[src/rtl/noise_shaper.sv]
module noise_shaper #(
  parameter int NUM_CH = 4,
  parameter int VOL_W  = 4
) (
  input  logic                        clk,
  input  logic                        rst_n,
  input  logic                        short_long,
  input  logic [NUM_CH*(VOL_W+4)-1:0] ctrl,
  input  logic [NUM_CH-1:0]           tick,
  output logic [7:0]                  rnd,
  output logic [NUM_CH*VOL_W-1:0]     level
);
  localparam int CTRL_W = VOL_W + 4;

  logic [3:0]  p4;
  logic [4:0]  p5;
  logic [8:0]  p9;
  logic [16:0] p17;
  logic        long_bit;

  always_ff @(posedge clk or negedge rst_n) begin
    if (!rst_n) begin
      p4  <= '1;
      p5  <= '1;
      p9  <= '1;
      p17 <= '1;
    end else begin
      p4  <= {p4[0] ^ p4[1], p4[3:1]};
      p5  <= {p5[0] ^ p5[2], p5[4:1]};
      p9  <= {p9[0] ^ p9[5], p9[8:1]};
      p17 <= {p17[0] ^ p17[5], p17[16:1]};
    end
  end

  assign long_bit = short_long ? p9[0] : p17[0];
  assign rnd      = short_long ? p9[8:1] : p17[16:9];

  for (genvar c = 0; c < NUM_CH; c++) begin : g_ch
    logic [2:0]       shape;
    logic             hold;
    logic [VOL_W-1:0] vol;
    logic             bit_q;
    logic             gate;
    logic             nxt;

    assign shape = ctrl[c*CTRL_W+VOL_W+1 +: 3];
    assign hold  = ctrl[c*CTRL_W+VOL_W];
    assign vol   = ctrl[c*CTRL_W +: VOL_W];
    assign gate  = shape[2] | p5[0];
    assign nxt   = shape[0] ? ~bit_q : (shape[1] ? p4[0] : long_bit);

    always_ff @(posedge clk or negedge rst_n) begin
      if (!rst_n)                bit_q <= 1'b0;
      else if (tick[c] && gate)  bit_q <= nxt;
    end

    assign level[c*VOL_W +: VOL_W] = (hold | bit_q) ? vol : '0;
  end
endmodule

[config.mk]
export PLATFORM = sky130hd
export DESIGN_NAME = noise_shaper
export DESIGN_NICKNAME = d
export VERILOG_FILES = /design/src/rtl/noise_shaper.sv
export SDC_FILE = /design/constraint.sdc
export NUM_CORES = 1
export LEC_CHECK = 0
export CORE_UTILIZATION = 35
export CTS_BUF_LIST = sky130_fd_sc_hd__clkbuf_8
export DETAILED_ROUTE_END_ITERATION = 6
export PLACE_DENSITY = 0.76
export SYNTH_ARGS = -nofsm -noshare
export SYNTH_HDL_FRONTEND = slang
export SYNTH_SLANG_ARGS = --single-unit
[constraint.sdc]
create_clock -name clk -period 1.3 [get_ports clk]
set_clock_uncertainty 0.05 [all_clocks]
set_input_delay 0.325 -clock clk [delete_from_list [all_inputs] [get_ports clk]]
set_output_delay 0.325 -clock clk [all_outputs]
set_load 0.02 [all_outputs]
Word level (Yosys, flattened, before mapping)
Index checks and enable logic that the tools add are counted.
- flip-flop bits (word level): 39
- output and inout bits: 24
- word-level logic and storage cells: 42
- input bits: 39
- reduce and logical (&&, ||, !) cells: 4
- bitwise gates (word level): 16
- mux-type cells: 14
- operators by type and width (cell ; count):
    2-to-1 mux 4 bit ; 4
    2-to-1 mux 1 bit ; 9
    2-to-1 mux 8 bit ; 1
    OR 1 bit ; 8
    logical AND 1 bit ; 4
    NOT 1 bit ; 4
    bitwise XOR 1 bit ; 4

Depth between registers and ports, before layout
- depth in word-level cells: 3
- gate-level depth with buffers: 4
- depth with buffers taken out: 3

Worst setup path before layout
Ideal clock, no wire load.
- kind: input-to-output
- from: input short_long
- to: output rnd[0]
- stages on the path: 2
- setup slack: 0.102 ns
- path buffers: 1
- arrival: 0.823 ns
- cells stage by stage: buf_6 > mux2_2
- longest elaborated chain between the ends: 1
- RTL lines (item ; line ; source):
    from (decl) ; 7 ; input logic short_long,
    2-to-1 mux 8 bit ; 36 ; assign rnd = short_long ? p9[8:1] : p17[16:9];
    to (decl) ; 10 ; output logic [7:0] rnd,
Every way passes these cells.

Worst setup path in the final report
- from: register p9[6]
- to: output rnd[5]
- longest elaborated chain between the ends: 1
- RTL lines (item ; line ; source):
    from (decl) ; 17 ; logic [8:0] p9;
    from (signal assigned) ; 30 ; p9 <= {p9[0] ^ p9[5], p9[8:1]};
    2-to-1 mux 8 bit ; 36 ;
Every way passes these cells.

==> run summary <==
The clock sink total is 39. Setup repair after global routing could not meet its margin everywhere. The top-area cell type share of the netlist area is 0.629.

The synthesis warning total is 0. The endpoint identified for the worst register-to-register timing path is g_ch[0].bit_q. For this run, the leading register cell type out of synthesis is sky130_fd_sc_hd__dfstp_2. The startpoint of the worst hold path is p17[8]. At the worst endpoint, the arrival time is approximately 1.1 ns. The share of total power dissipated in combinational logic is 0.167.

The number of search-and-repair iterations in the first detailed-routing pass is 4. For the finished layout, the period the worst path requires is about 1.5 ns. The number of remaining DRC errors is 0.

The total global routing track utilization came out at 0.153. The internal cell power is 2.28 mW. The total I/O pin count is 63. The cell sitting at the root of the clock tree is a sky130_fd_sc_hd__clkbuf_8. The routed wire length is 3.28 mm. The largest total area in the synthesized netlist belongs to sky130_fd_sc_hd__dfstp_2. The maximum clock frequency came out at roughly 680 MHz. The total number of vias came out at 1052. The number of antenna-violating nets in the routed design came out at 0. The final hold violation count is 0. The register share of total power is 0.440. For this design the total switching power over the nets is 623 uW. The kind of path behind the tightest hold check is flip-flop to flip-flop.

The number of antenna violations at the first check in global routing is 0. The clock network fraction of design power is 0.393. Counting the buffers created by CTS gives 5.

The clock-pin slew of the registers on the worst-case setup and hold paths is 0.07 ns. Measured along the x axis, the die boundary spans between 60 and 70 um. The final count of negative-setup-slack endpoints is 24. The via count of the first global-routing pass is between 1000 and 1500.

The met3 usage is 0.0548. The antenna diode count came out at 0. The count of cells along the worst register-to-register path is 4. The sequential area share after synthesis is 0.698. The layout-stage area growth over the synthesis result came out at 68.1%.

The vertical extent of the die is 66.6 um. The number of violations reported at the end of detailed-routing iteration 0 is 9. The fraction of final layout cells with drive strength greater than 1 is 0.579. The flow ran to the end, but the final reports show violations. Counting along the longest clock path gives a buffer depth of 2. The cell count after synthesis is between 90 and 100.

The share of synthesized registers carrying an async set or reset came out at 1.00. The global routing usage on met1 came out at 0.168. The residual overflow from global routing came out at 0. The post-layout worst setup margin is -0.173 ns. The number of distinct library cells after synthesis is 16. Entering global routing, the biggest net connects 40 pins. The power density relative to cell area came out at 1180 nW/um^2. The analysis attributes to cell leakage a power of 1.13 nW. The number of nets in the synthesized netlist is between 100 and 150. For this configuration, the core starts out at a cell density of 0.365. The worst setup path is launched from a flip-flop.

The critical path is of the flip-flop to primary output type. Ranked by total cell area, the synthesized netlist is headed by sky130_fd_sc_hd__dfstp_2 (63%), sky130_fd_sc_hd__nor2b_1 (8.1%), sky130_fd_sc_hd__dfrtp_1 (6.8%), sky130_fd_sc_hd__mux2_2 (6.2%), sky130_fd_sc_hd__mux2i_1 (4.1%). The die area came out at around 4400 um^2.

Summing every instance area after synthesis gives ~1500 um^2. The quantity of hold-fixing buffers added after cts is 0. The final weighted congestion in routability-driven placement came out at roughly 0.71. The number of max-slew violations in the final report is 0. Dividing the final minimum period by the clock period gives 1.13. STA classifies the critical path endpoint as a primary output.

The switching share of power came out at 0.215. The placed cell area is around 2200 um^2. The cell depth of the worst min-delay path came out at 0. The global-route wire length before repair is approximately 4.9 mm. The core region area came out at approximately 4000 um^2. The worst register-to-register path begins at p5[0]. The minimum setup slack among reg-to-reg paths is around 0.070 ns. In this run the most used layer during global routing was met2.

In the post-synthesis netlist, the cell with the most instances is sky130_fd_sc_hd__dfstp_2. Data on the critical path is required at its endpoint by 0.93 ns. The number of nets in the final layout is between 200 and 250. The site row count came out at 23. Sorting the synthesized cells by how often they occur yields sky130_fd_sc_hd__dfstp_2 (35), sky130_fd_sc_hd__nor2b_1 (19), sky130_fd_sc_hd__mux2_2 (8). The largest fanout on the critical path came out at 2.

The critical path starts at p9[6]. The clock latency reported for the late side of the worst-skew pair is between 0.2 and 0.3 ns. The total of max-cap violations came out at 0. Each instance of the synthesized netlist takes up on average ~15 um^2. The count of state elements after synthesis is 39. The via density per instance is approximately 4.5. The total non-filler cell area in the finished layout came out at approximately 2500 um^2. Yosys mapped a number of flops with a built-in enable equal to 0. The worst slew slack as a fraction of its limit came out at 0.821. For this run, global-route usage on met2 was measured as 0.280. TritonCTS built the clock tree. The H-tree depth reported by CTS is 2. Timing analysis after detailed placement gives a worst setup slack of -0.903 ns. Detailed placement ended at an HPWL of between 2 and 2.5 mm. The transition time at the pin with the least slew margin is about 0.27 ns. The final reports fail on setup timing.

The average wire per standard cell is 14.1 um. The count of input and output buffers is 62. The maximum VDD drop came out at 814 uV. The worst hold path terminates at p17[7].
==> per-stage QoR <==
stage	std cells	power [mW]	hold slack, ns	util	TNS (ns)
2_1_floorplan	95	1.47	-0.0206	-	0
3_3_place_gp	219	1.75	0.297	0.561	-19.24
3_5_place_dp	219	1.77	0.297	0.561	-19.72
4_1_cts	231	2.93	0.308	0.601	-3.55
5_1_grt	233	3.03	0.313	0.614	-4.05
6_report	233	2.90	0.308	0.614	-3.09
==> area by class of cell <==
cell class / instances / area, um^2
Clock buffer: 5 / 68.8
Clock inverter: 3 / 63.8
Fill cell: 311 / 1540
Inverter: 2 / 7.51
Multi-Input combinational cell: 53 / 492
Sequential cell: 39 / 1020
Tap cell: 50 / 62.6
Timing Repair Buffer: 81 / 742
==> flip-flops by register name, summed over array words and instances, names as in the netlist <==
signal      cells
p17            17
p9              9
g_ch.bit_q      4
p4              4
p5              5
==> power groups by stage <==
| stage | sequential, mW | combinational (mW) | clock (mW) |
|---|---|---|---|
| finish | 1.28 | 0.485 | 1.14 |
| CTS | 1.27 | 0.474 | 1.18 |
| floorplan | 1.28 | 0.187 | 0 |
| detailed placement | 1.28 | 0.485 | 0 |
| global placement | 1.28 | 0.473 | 0 |
| global route | 1.28 | 0.523 | 1.23 |
==> cell families (layout without fill, tap and decap cells) <==
kind of cell / count (synthesis) / after routing / share of synthesized area
AO/OA/AOI/OAI: 10 / 10 / 0.0565
XOR/XNOR: 4 / 4 / 0.0240
buffers and inverters: 3 / 91 / 0.0128
flip-flops: 39 / 39 / 0.698
multiplexers: 15 / 15 / 0.113
AND/OR/NAND/NOR: 24 / 24 / 0.0959
==> timing repair <==
action                                  in CTS  in global routing
pin swaps                                    4                  3
endpoints found under the setup margin      28                 27
setup buffers                                3                  2
gates cloned                                 1                  0
endpoints found under the hold margin        0                  0
gates resized for setup                    149                 14
==> cells in the final DEF (no fill, tap or decap) <==
cell | Yosys | final
sky130_fd_sc_hd__a21oi_1 | 1 | 1
sky130_fd_sc_hd__a22oi_1 | 1 | 1
sky130_fd_sc_hd__buf_12 | 0 | 1
sky130_fd_sc_hd__buf_2 | 0 | 5
sky130_fd_sc_hd__buf_4 | 0 | 26
sky130_fd_sc_hd__buf_6 | 1 | 12
sky130_fd_sc_hd__bufinv_16 | 0 | 2
sky130_fd_sc_hd__clkbuf_8 | 0 | 5
sky130_fd_sc_hd__clkdlybuf4s50_1 | 0 | 28
sky130_fd_sc_hd__dfrtp_1 | 4 | 4
sky130_fd_sc_hd__dfstp_2 | 35 | 35
sky130_fd_sc_hd__dlygate4sd2_1 | 0 | 7
sky130_fd_sc_hd__dlymetal6s2s_1 | 0 | 2
sky130_fd_sc_hd__inv_1 | 2 | 3
sky130_fd_sc_hd__mux2_4 | 1 | 9
sky130_fd_sc_hd__mux2i_1 | 6 | 6
sky130_fd_sc_hd__nand2b_1 | 1 | 1
sky130_fd_sc_hd__nor2_4 | 0 | 4
sky130_fd_sc_hd__nor2b_1 | 19 | 17
sky130_fd_sc_hd__nor2b_2 | 0 | 2
sky130_fd_sc_hd__o211ai_2 | 1 | 1
sky130_fd_sc_hd__o21ai_0 | 4 | 1
sky130_fd_sc_hd__o21ai_1 | 0 | 2
sky130_fd_sc_hd__o21ai_2 | 0 | 1
sky130_fd_sc_hd__o31ai_2 | 3 | 3
sky130_fd_sc_hd__xor2_1 | 4 | 4
==> how the worst max path moves through the flow <==
stage | to | slack (ns) | depth (start not counted)
floorplan | rnd[0] | 0.10 | 2
global placement | rnd[0] | -0.87 | 4
detailed placement | rnd[0] | -0.90 | 4
CTS | rnd[7] | -0.17 | 2
global route | rnd[5] | -0.20 | 2
finish | rnd[5] | -0.17 | 2
==> critical path: stages (launching register included) <==
cell                      delay (ns)
sky130_fd_sc_hd__dfstp_2        0.55
sky130_fd_sc_hd__mux2_4         0.16
sky130_fd_sc_hd__buf_6          0.11
==> routing by layer <==
metal  vias up  part of all wire
met3         0              0.12
met5         -                 0
li1        487                 -
met1       506              0.40
met4         0                 0
met2        59              0.48
(Power assumes the default switching activity.)
